File: src/rtl/colgen_pkg.sv
package colgen_pkg;

    // Widest burst window: length 8 -> 3 offset bits
    localparam int ORD_W = 3;
    localparam int MODE_W = 4;

    typedef enum logic {
        ORD_SEQ = 1'b0,
        ORD_XOR = 1'b1
    } order_e;

    typedef struct packed {
        order_e           kind;
        logic [ORD_W-1:0] mask;   // burst length minus one
        logic             bad;    // reserved length code seen
    } burst_cfg_t;

    function automatic burst_cfg_t decode_mode(input logic [MODE_W-1:0] m);
        burst_cfg_t c;
        c.kind = order_e'(m[3]);
        c.bad  = 1'b0;
        unique case (m[2:0])
            3'b001:  c.mask = 3'd1;
            3'b010:  c.mask = 3'd3;
            3'b011:  c.mask = 3'd7;
            default: begin
                c.mask = 3'd1;
                c.bad  = 1'b1;
            end
        endcase
        return c;
    endfunction

    function automatic logic [ORD_W-1:0] beat_offset(
        input order_e           kind,
        input logic [ORD_W-1:0] base,
        input logic [ORD_W-1:0] idx,
        input logic [ORD_W-1:0] mask
    );
        logic [ORD_W-1:0] r;
        if (kind == ORD_XOR) r = base ^ idx;
        else                 r = base + idx;
        return r & mask;
    endfunction

endpackage

File: src/rtl/colgen_cfg_reg.sv
module colgen_cfg_reg
    import colgen_pkg::*;
#(
    parameter int COL_W = 10
) (
    input  logic                clk,
    input  logic                rst,
    input  logic                load,
    input  logic [COL_W-1:0]    col_in,
    input  logic [MODE_W-1:0]   mode_in,
    output logic [COL_W-1:0]    col_q,
    output burst_cfg_t          cfg_q
);

    always_ff @(posedge clk) begin
        if (rst) begin
            col_q <= '0;
            cfg_q <= '{kind: ORD_SEQ, mask: 3'd1, bad: 1'b0};
        end else if (load) begin
            col_q <= col_in;
            cfg_q <= decode_mode(mode_in);
        end
    end

endmodule

File: src/rtl/colgen_beat_ctr.sv
module colgen_beat_ctr
    import colgen_pkg::*;
(
    input  logic              clk,
    input  logic              rst,
    input  logic              launch,
    input  logic [ORD_W-1:0]  mask,
    output logic              busy,
    output logic [ORD_W-1:0]  idx,
    output logic              last
);

    assign last = busy && (idx == mask);

    always_ff @(posedge clk) begin
        if (rst) begin
            busy <= 1'b0;
            idx  <= '0;
        end else if (launch) begin
            busy <= 1'b1;
            idx  <= '0;
        end else if (busy) begin
            if (last) begin
                busy <= 1'b0;
                idx  <= '0;
            end else begin
                idx <= idx + 1'b1;
            end
        end
    end

endmodule

File: src/rtl/colgen_addr_mux.sv
module colgen_addr_mux
    import colgen_pkg::*;
#(
    parameter int COL_W = 10
) (
    input  logic [COL_W-1:0]  base_col,
    input  burst_cfg_t        cfg,
    input  logic [ORD_W-1:0]  idx,
    output logic [COL_W-1:0]  col
);

    logic [ORD_W-1:0] low;

    assign low = beat_offset(cfg.kind, base_col[ORD_W-1:0], idx, cfg.mask);

    generate
        for (genvar b = 0; b < COL_W; b++) begin : g_bit
            if (b < ORD_W) begin : g_win
                assign col[b] = cfg.mask[b] ? low[b] : base_col[b];
            end else begin : g_pass
                assign col[b] = base_col[b];
            end
        end
    endgenerate

endmodule

File: src/rtl/burst_colgen.sv
module burst_colgen
    import colgen_pkg::*;
#(
    parameter int COL_W = 10
) (
    input  logic              clk,
    input  logic              rst,
    input  logic              start,
    input  logic [COL_W-1:0]  start_col,
    input  logic [3:0]        mode,
    output logic [COL_W-1:0]  col_out,
    output logic              col_valid,
    output logic              done,
    output logic              bad_len
);

    logic              busy;
    logic              launch;
    logic              last;
    logic [ORD_W-1:0]  idx;
    logic [COL_W-1:0]  base_col;
    burst_cfg_t        cfg;

    assign launch = start && !busy;

    colgen_cfg_reg #(.COL_W(COL_W)) u_cfg (
        .clk     (clk),
        .rst     (rst),
        .load    (launch),
        .col_in  (start_col),
        .mode_in (mode),
        .col_q   (base_col),
        .cfg_q   (cfg)
    );

    colgen_beat_ctr u_ctr (
        .clk    (clk),
        .rst    (rst),
        .launch (launch),
        .mask   (cfg.mask),
        .busy   (busy),
        .idx    (idx),
        .last   (last)
    );

    colgen_addr_mux #(.COL_W(COL_W)) u_mux (
        .base_col (base_col),
        .cfg      (cfg),
        .idx      (idx),
        .col      (col_out)
    );

    assign col_valid = busy;
    assign done      = last;
    assign bad_len   = busy && cfg.bad;

endmodule

File: config.mk
export PLATFORM = sky130hd
export DESIGN_NAME = burst_colgen
export DESIGN_NICKNAME = d
export VERILOG_FILES = /design/src/rtl/colgen_pkg.sv /design/src/rtl/colgen_cfg_reg.sv /design/src/rtl/colgen_beat_ctr.sv /design/src/rtl/colgen_addr_mux.sv /design/src/rtl/burst_colgen.sv
export SDC_FILE = /design/constraint.sdc
export NUM_CORES = 1
export LEC_CHECK = 0
export BUFFER_PORTS_ARGS = -buffer_cell sky130_fd_sc_hd__buf_4
export CORE_MARGIN = 2
export CORE_UTILIZATION = 50
export DETAILED_ROUTE_END_ITERATION = 12
export GPL_ROUTABILITY_DRIVEN = 0
export GPL_TIMING_DRIVEN = 1
export PLACE_DENSITY = 0.8
export RECOVER_POWER = 25
export SLEW_MARGIN = 15
export SYNTH_ARGS = -nofsm -noshare
export SYNTH_HDL_FRONTEND = slang
export SYNTH_SLANG_ARGS = --single-unit
File: constraint.sdc
create_clock -name clk -period 4.2 [get_ports clk]
set_input_delay 0.84 -clock clk [delete_from_list [all_inputs] [get_ports clk]]
set_output_delay 0.84 -clock clk [all_outputs]
set_load 0.02 [all_outputs]
-- Word-level counts from Yosys, hierarchy flattened
Cells that the tools add are included.
- flip-flop bits (word level): 19
- input port bits: 17
- logic and storage cells: 30
- add/sub/neg operators: 2
- equal/unequal tests: 4
- multiplexer cells: 10
- bitwise gates (word level): 2
- reduce and logical (&&, ||, !) cells: 6
- operators by type and width (kind ; number):
    two-way mux 1 bit ; 7
    equality test 3 x 2 -> 1 bit, second input constant ; 2
    two-way mux 3 bit ; 2
    case mux 3 bit (2 select lines) ; 1
    adder 3 x 1 -> 3 bit, second input constant ; 1
    adder 3 bit ; 1
    bitwise AND 3 bit ; 1
    equality test 3 x 1 -> 1 bit, second input constant ; 1
    equality test 3 bit ; 1
    logical AND 1 bit ; 3
    OR reduction 3 bit ; 1
    bitwise XOR 3 bit ; 1
    OR reduction 2 bit ; 1
    zero test 1 bit ; 1

-- Logic depth before layout (Yosys ltp)
Gate-level depths: netlist of the first run.
- word-level depth: 5
- gate-level depth with buffers: 6

-- Cells and area by module
A second synthesis of the first run with hierarchy kept.
- cell total of the unflattened synthesis: 103
- area, all modules: 1026.0 µm²
- modules (own cells, without submodules) (module ; instances ; cells each ; area each (µm²) ; seq. area each (µm²)):
    colgen_cfg_reg ; 1 ; 50 ; 568.0 ; 280.3
    colgen_beat_ctr ; 1 ; 30 ; 276.5 ; 80.1
    colgen_addr_mux ; 1 ; 21 ; 165.2 ; 0.0
    burst_colgen ; 1 ; 2 ; 16.3 ; 0.0

-- Worst setup path before layout of the first run
Ideal clock, no wire load.
- kind: reg-to-output
- start point: register u_ctr.idx[0]
- end point: output port col_out[2]
- data arrival time: 1.547 ns
- required time: 3.360 ns
- setup slack: 1.813 ns
- cell stages (with the launch flop): 7
- buffers on the path: 0
- cells stage by stage: dfxtp_1 > ha_1 > inv_1 > fa_1 > nor3_1 > o21ai_1 > xnor2_1
- longest elaborated chain between the ends: 4
- ends and longest elaborated chain (element ; RTL line ; text):
    start: declaration ; colgen_beat_ctr.sv:9 ; output logic [ORD_W-1:0] idx,
    start signal: assignment ; colgen_beat_ctr.sv:27 ; idx <= idx + 1'b1;
    adder 3 bit ; colgen_pkg.sv:42 ; else r = base + idx;
    two-way mux 3 bit ; colgen_pkg.sv:41 ; if (kind == ORD_XOR) r = base ^ idx;
    bitwise AND 3 bit ; colgen_pkg.sv:43 ; return r & mask;
    two-way mux 1 bit ; colgen_addr_mux.sv:19 ; assign col[b] = cfg.mask[b] ? low[b] : base_col[b];
    end: declaration ; burst_colgen.sv:11 ; output logic [COL_W-1:0] col_out,
No other way between the ends.

-- Worst setup path in the final report of the first run
Ends and elaborated chain as after synthesis.

==> results of run 1 <==
[synthesized netlist by cell type (2+ instances only)]
library cell,count,area share [%]
inv_1,3,1.3
nor3_1,2,1.1
xor2_1,2,2.0
buf_4,7,6.0
nand2_1,3,1.3
buf_2,2,1.1
and2_1,2,1.4
buf_6,2,2.6
ha_1,3,4.3
nor2_1,3,1.3
xnor2_1,2,2.0
dfxtp_1,18,41
a21oi_1,3,1.7
a22o_1,12,12
[cells by family after synthesis]
logic type / after synthesis / synth area share [%]
AO/OA/AOI/OAI: 22 / 19.94
XOR/XNOR: 4 / 4.018
adder cells (fa/ha/maj): 4 / 6.600
buffers and inverters: 15 / 11.48
flip-flops: 18 / 41.32
multiplexers: 1 / 1.148
AND/OR/NAND/NOR: 21 / 15.50
[power by group through the flow]
stage	clock (uW)	sequential, uW	combinational (uW)
6_report	105	190	64.2
5_1_grt	117	192	69.8
4_1_cts	108	190	67.0
3_5_place_dp	0	194	66.8
3_3_place_gp	0	194	64.7
2_1_floorplan	0	191	45.6
[cells in the final DEF (no fill, tap or decap), drive strengths merged, types with 2 or more instances in the layout]
| master | Yosys | routed |
|---|---|---|
| inv | 3 | 3 |
| nor2b | 2 | 2 |
| nand2 | 3 | 3 |
| and2 | 2 | 2 |
| a21oi | 3 | 3 |
| nor2 | 5 | 5 |
| xnor2 | 2 | 2 |
| ha | 3 | 3 |
| a22o | 12 | 12 |
| dfxtp | 18 | 18 |
| xor2 | 2 | 2 |
| buf | 11 | 28 |
| clkbuf | 1 | 5 |
| nor3 | 2 | 2 |
[worst max path at each step]
stage / to / slack (ns) / cells after the start
after CTS: col_out[2] / 1.40 / 7
final: col_out[2] / 1.41 / 7
after global routing: col_out[2] / 1.27 / 7
after floorplan: col_out[2] / 1.81 / 6
after global placement: col_out[2] / 1.78 / 7
after detailed placement: col_out[2] / 1.73 / 7
[layer usage]
metal,vias to the layer above,global-route usage [%],routed length (um)
li1,337,-,-
met1,326,20.44,756
met2,15,29.01,841
met3,0,5.159,66
met4,0,7.429,0
met5,-,0,0
[flip-flops by register name, indices dropped and copies added, names as in the netlist]
name / flops
u_cfg.cfg_q: 4
u_ctr.busy: 1
u_ctr.idx: 3
u_cfg.col_q: 10
[worst max-delay path: cells and delay by family, from the launching register on]
family	cells	cell delay, ns
flops	1	0.43
buf+inv	2	0.21
compound gates	2	0.33
xor+xnor	1	0.13
fa+ha+maj	2	0.56
[through the flow]
stage,cell area [um^2],worst slack (ns),power (uW),instances
after floorplan,872.1,1.813,236.9,85
after CTS,1059,1.401,365.4,123
after detailed placement,1022,1.728,261.1,119
after global routing,1040,1.272,378.8,123
final,1040,1.414,360.1,123
after global placement,1022,1.782,258.5,119
[final cells by class]
| class | instances | area share, % |
|---|---|---|
| Sequential cell | 18 | 34.66 |
| Tap cell | 17 | 2.046 |
| Clock buffer | 4 | 3.490 |
| Timing Repair Buffer | 29 | 20.58 |
| Inverter | 3 | 1.083 |
| Multi-Input combinational cell | 52 | 38.15 |
==> run summary, run 1 <==
Worst Hold Endpoint = u_cfg.col_q[4]
Storage element area = 360.3 um^2
Crit start category = flop
RSZ-0062 raised after global routing = no
First-pass GRT wire length = 2587 um
Initial Utilization = 51.63%
Rel. slew slack = 42.59%
HPWL after DPL = 1285 um
Fin. max-slew vios = 0
Final core occ = 61.56%
Synthesized cell area = 872.1 um^2
Drt first-iter violations = 10
Slowest cell on the critical path = dfxtp_1
Die Wd = 45.77 um
Ports = 30
Worst endpoint data arrival time = 1.95 ns
Final Hold Fails = 0
Int Pwr = 266.6 uW
Vias per cell = 5.512
Initial antenna violation count = 0
Post-synth EDFFs = 0
CTS tree = yes
Vias in the first global route = 634
Min-Delay Path Depth = 1
Multi-input logic area = 396.6 um^2
Hold_buf cts = 0
Routed Antenna Nets = 0
Remaining Overflow, GRT = 0
Hold Path Class = reg -> reg
Crit Path Category = reg -> out
Avg Cell Area, Syn = 10.26 um^2
Net Sw Frac = 25.97%
Logic gate share of total power = 17.8%
Worst VDD drop = 0.1826 mV
Largest net degree at the start of global routing = 14
Final setup viols = 0
Clock slew seen by the registers of the worst setup and hold paths = 0.10 ns
Wire per inst = 13.52 um
Cells on worst reg2reg path = 3
Register area share after synthesis = 41.32%
Die area = 2094 um^2
Crit-path cells = ha_1 -> inv_1 -> fa_1 -> o21a_1 -> o21ai_1 -> xnor2_1 -> buf_4
Clock tree root buffer cell = clkbuf_4
Mapped Cells = 85
Worst clock skew = 0.002573 ns
Crit-path max FO = 6
WHS = 0.4903 ns
Crit. Startpoint = u_ctr.idx[0]
Fraction of registers with async set/reset = 0%
Fill count = 149
Core region area = 1689 um^2
Std-Cell Rows = 15
GRT Total Usage = 17.35%
Diode count = 0
Sink Count = 18
Worst skew pair latency = 0.29 ns
Synth cell types = 35
Outcome = finished clean
Ys flop type = dfxtp_1
Synthesized Nets = 106
Setup_tns = 0 ns
Flop pwr share = 52.9%
Worst-margin pin slew = 0.8579 ns
CP endpoint kind = primary output
PortBufs = 29
DR pass1 iterations = 4
Total CTS buffers = 3
Final period util = 66.32%
Min cycle time layout = 2.786 ns
Worst r2r src = u_ctr.busy
Max-Cap Viols = 0
Total Wirelength = 1663 um
FMAX = 0.3590 GHz
Synth-to-layout area growth = 19.23%
Clk buf depth = 2
Setup bufs post-CTS = 0
CTS HTree Levels = 1
Net Sw Power = 93.50 uW
CP peak stage delay = 0.43 ns
Power density cells = 346.3 nW/um^2
Synth Register Bits = 18
Die H = 45.77 um
Nets = 128
R2r endpoint = u_cfg.cfg_q[3]
Yosys warns = 0
DRC = 0
Hold path startpoint = u_cfg.col_q[4]
Layout cells sized above 1 = 33.02%
Clock power share = 29.3%
Slack of the worst reg-to-reg path = 2.39 ns
Post-CTS Resized = 0
Critical Path RT = 3.36 ns
DR vias = 678
LEAKAGE = 0.0004814 uW
(Power assumes the default switching activity.)
==> run 2, diff against run 1 <==
--- a/config.mk
+++ b/config.mk
@@ -7,11 +7,11 @@
 export LEC_CHECK = 0
 export BUFFER_PORTS_ARGS = -buffer_cell sky130_fd_sc_hd__buf_4
 export CORE_MARGIN = 2
-export CORE_UTILIZATION = 50
+export CORE_UTILIZATION = 43
 export DETAILED_ROUTE_END_ITERATION = 12
 export GPL_ROUTABILITY_DRIVEN = 0
 export GPL_TIMING_DRIVEN = 1
-export PLACE_DENSITY = 0.8
+export PLACE_DENSITY = 0.73
 export RECOVER_POWER = 25
 export SLEW_MARGIN = 15
 export SYNTH_ARGS = -nofsm -noshare
==> constraint.sdc (replaced) <==
create_clock -name clk -period 2.26 [get_ports clk]
set_input_delay 0.452 -clock clk [delete_from_list [all_inputs] [get_ports clk]]
set_output_delay 0.452 -clock clk [all_outputs]
set_load 0.02 [all_outputs]
==> run summary, run 2 (synthesis results as in run 1) <==
Outcome = finished clean
Min cycle time layout = 2.245 ns
DR pass1 iterations = 3 (-1)
Total Wirelength = 1634 um (-1.7%)
PortBufs = 29 (unchanged)
R2r endpoint = u_cfg.col_q[6]
CP endpoint kind = primary output
Power density cells = 585.4 nW/um^2 (+69%)
Fin. max-slew vios = 0 (unchanged)
Clock tree root buffer cell = clkbuf_4
Final setup viols = 0 (unchanged)
Routed Antenna Nets = 0 (unchanged)
Clock slew seen by the registers of the worst setup and hold paths = 0.09 ns (about the same)
Drt first-iter violations = 4 (-6)
Std-Cell Rows = 16 (+1)
CTS tree = yes
Crit path capture = col_out[2]
Worst endpoint data arrival time = 1.79 ns (-0.16 ns)
Crit-path cells = ha_4 -> inv_2 -> fa_2 -> o21a_1 -> o21ai_2 -> xnor2_1 -> buf_4
Power Total = 633.6 uW (+76%)
Die area = 2404 um^2 (+15%)
Max reg flops = 10 (unchanged)
Crit Path Category = reg -> out
Post-route cell area = 1082 um^2 (+4.1%)
Biggest regs = u_cfg.col_q x10, u_cfg.cfg_q x4, u_ctr.idx x3
Setup_tns = 0 ns (unchanged)
Initial Utilization = 44.91% (-6.7 points)
Ports = 30 (unchanged)
LEAKAGE = 0.0004764 uW (-1.0%)
Hold_buf cts = 0 (unchanged)
Met2 WL = 789 um (-6.2%)
Fill count = 179 (+20%)
CP peak stage delay = 0.37 ns (-0.06 ns)
Crit start category = flop
WHS = 0.3662 ns (-0.1241 ns)
Worst skew pair latency = 0.29 ns (about the same)
Worst-margin pin slew = 0.5301 ns (-0.3278 ns)
Worst r2r src = u_ctr.busy
Crit-path max FO = 2 (-4)
Area after DPL = 1035 um^2 (+1.2%)
Final period util = 99.33%
HPWL after DPL = 1165 um (-9.3%)
Die H = 49.04 um (+7.1%)
Vias per cell = 4.992 (-9.4%)
Die Wd = 49.04 um (+7.1%)
Commonest non-fill, non-tap cell in the layout = buf_4
Worst VDD drop = 0.5054 mV (+180%)
Top Metal Used = met3
DR vias = 664 (-2.1%)
DRC = 0 (unchanged)
Hold Path Class = in -> reg
Final instance count without filler cells = 133 (+8.1%)
Nets = 129 (+0.78%)
Remaining Overflow, GRT = 0 (unchanged)
Worst clock skew = 0.001827 ns (-0.0007467 ns)
Slowest cell on the critical path = dfxtp_2
First-pass GRT wire length = 2739 um (+5.9%)
Crit. Startpoint = u_cfg.col_q[0]
Commonest non-fill, non-tap cells in the layout = 27 x buf_4, 15 x dfxtp_1, 12 x a22o_1
Clk buf depth = 2 (unchanged)
Rel. slew slack = 64.62% (+22 points)
Wire per inst = 12.29 um (-9.1%)
Synth-to-layout area growth = 24.10%
Cells on worst reg2reg path = 3 (unchanged)
M1 WL = 764 um (+1.1%)
Total CTS buffers = 3 (unchanged)
Initial antenna violation count = 0 (unchanged)
Layout cells sized above 1 = 41.51% (+8.5 points)
Diode count = 0 (unchanged)
Vias in the first global route = 631 (-0.47%)
Final Hold Fails = 0 (unchanged)
FMAX = 0.4455 GHz
Core region area = 1942 um^2 (+15%)
Placed Instances = 129 (+8.4%)
Slack of the worst reg-to-reg path = 0.87 ns (-1.52 ns)
Top reg by flops = u_cfg.col_q
GRT Total Usage = 14.59% (-2.8 points)
CTS HTree Levels = 1 (unchanged)
Max-Cap Viols = 0 (unchanged)
RSZ-0062 raised after global routing = yes
Sink Count = 18 (unchanged)
Critical Path RT = 1.81 ns (-1.55 ns)
Met3 routed WL = 80 um (+21%)
Largest net degree at the start of global routing = 14 (unchanged)
run 2: changes by cell type in the layout (fill, tap and decap cells not counted), moves of 2 or more:
cell / delta
dfxtp_1: -3
clkbuf_1: +2
dfxtp_2: +2
nor2_1: -2
run 2: where the power goes:
part           switching, uW  total [uW]  internal, uW  leakage, uW
combinational           61.0         125          64.4     0.000314
clock                   91.8         154          61.9    0.0000138
sequential              18.7         354           336     0.000149
run 2: cell type report:
type	instances	area, um^2	share of cell area (%)
tap	27	33.78	3.121
sequential	18	366.6	33.87
timing repair buffer	30	214.0	19.77
clock buffer	3	22.52	2.081
multi-input combinational	52	434.2	40.12
inverter	3	11.26	1.040
run 2: how the worst min path moves through the flow:
| stage | from | endpoint | slack [ns] | cells after the start |
|---|---|---|---|---|
| after floorplan | u_cfg.cfg_q[0] | u_cfg.cfg_q[0] | 0.44 | 1 |
| after global placement | u_cfg.cfg_q[0] | u_cfg.cfg_q[0] | 0.46 | 1 |
| after detailed placement | u_cfg.cfg_q[0] | u_cfg.cfg_q[0] | 0.46 | 1 |
| after CTS | start_col[0] | u_cfg.col_q[0] | 0.36 | 2 |
| after global routing | start_col[4] | u_cfg.col_q[4] | 0.35 | 2 |
| final | start_col[0] | u_cfg.col_q[0] | 0.37 | 2 |
run 2: stage by stage:
| step | util [%] | worst slack (ns) |
|---|---|---|
| floorplan | - | 0.2606 |
| global placement | 53.29 | 0.2281 |
| detailed placement | 53.29 | 0.1610 |
| CTS | 55.48 | 0.02361 |
| global route | 55.73 | -0.09348 |
| finish | 55.73 | 0.01511 |
run 2: routing by layer:
| layer | global-route usage, % | vias up |
|---|---|---|
| met2 | 23.74 | 16 |
| met1 | 19.08 | 312 |
| li1 | - | 336 |
| met4 | 1.429 | 0 |
| met5 | 0 | - |
| met3 | 5.521 | 0 |
run 2: timing repair:
| action | 4_1_cts | 5_1_grt |
|---|---|---|
| gates resized for setup | 6 | 6 |
| buffers inserted | 1 | 0 |
| gates cloned | 0 | 0 |
| endpoints found under the setup margin | 2 | 2 |
| pin swaps | 0 | 5 |
run 2: critical path: cells and delay by family, from the launching register on:
family | cells | cell delay, ns
DFF | 1 | 0.37
adders and majority gates | 2 | 0.50
buffers and inverters | 2 | 0.19
xor gates and xnor gates | 1 | 0.12
AOI/OAI and AO/OA | 2 | 0.33
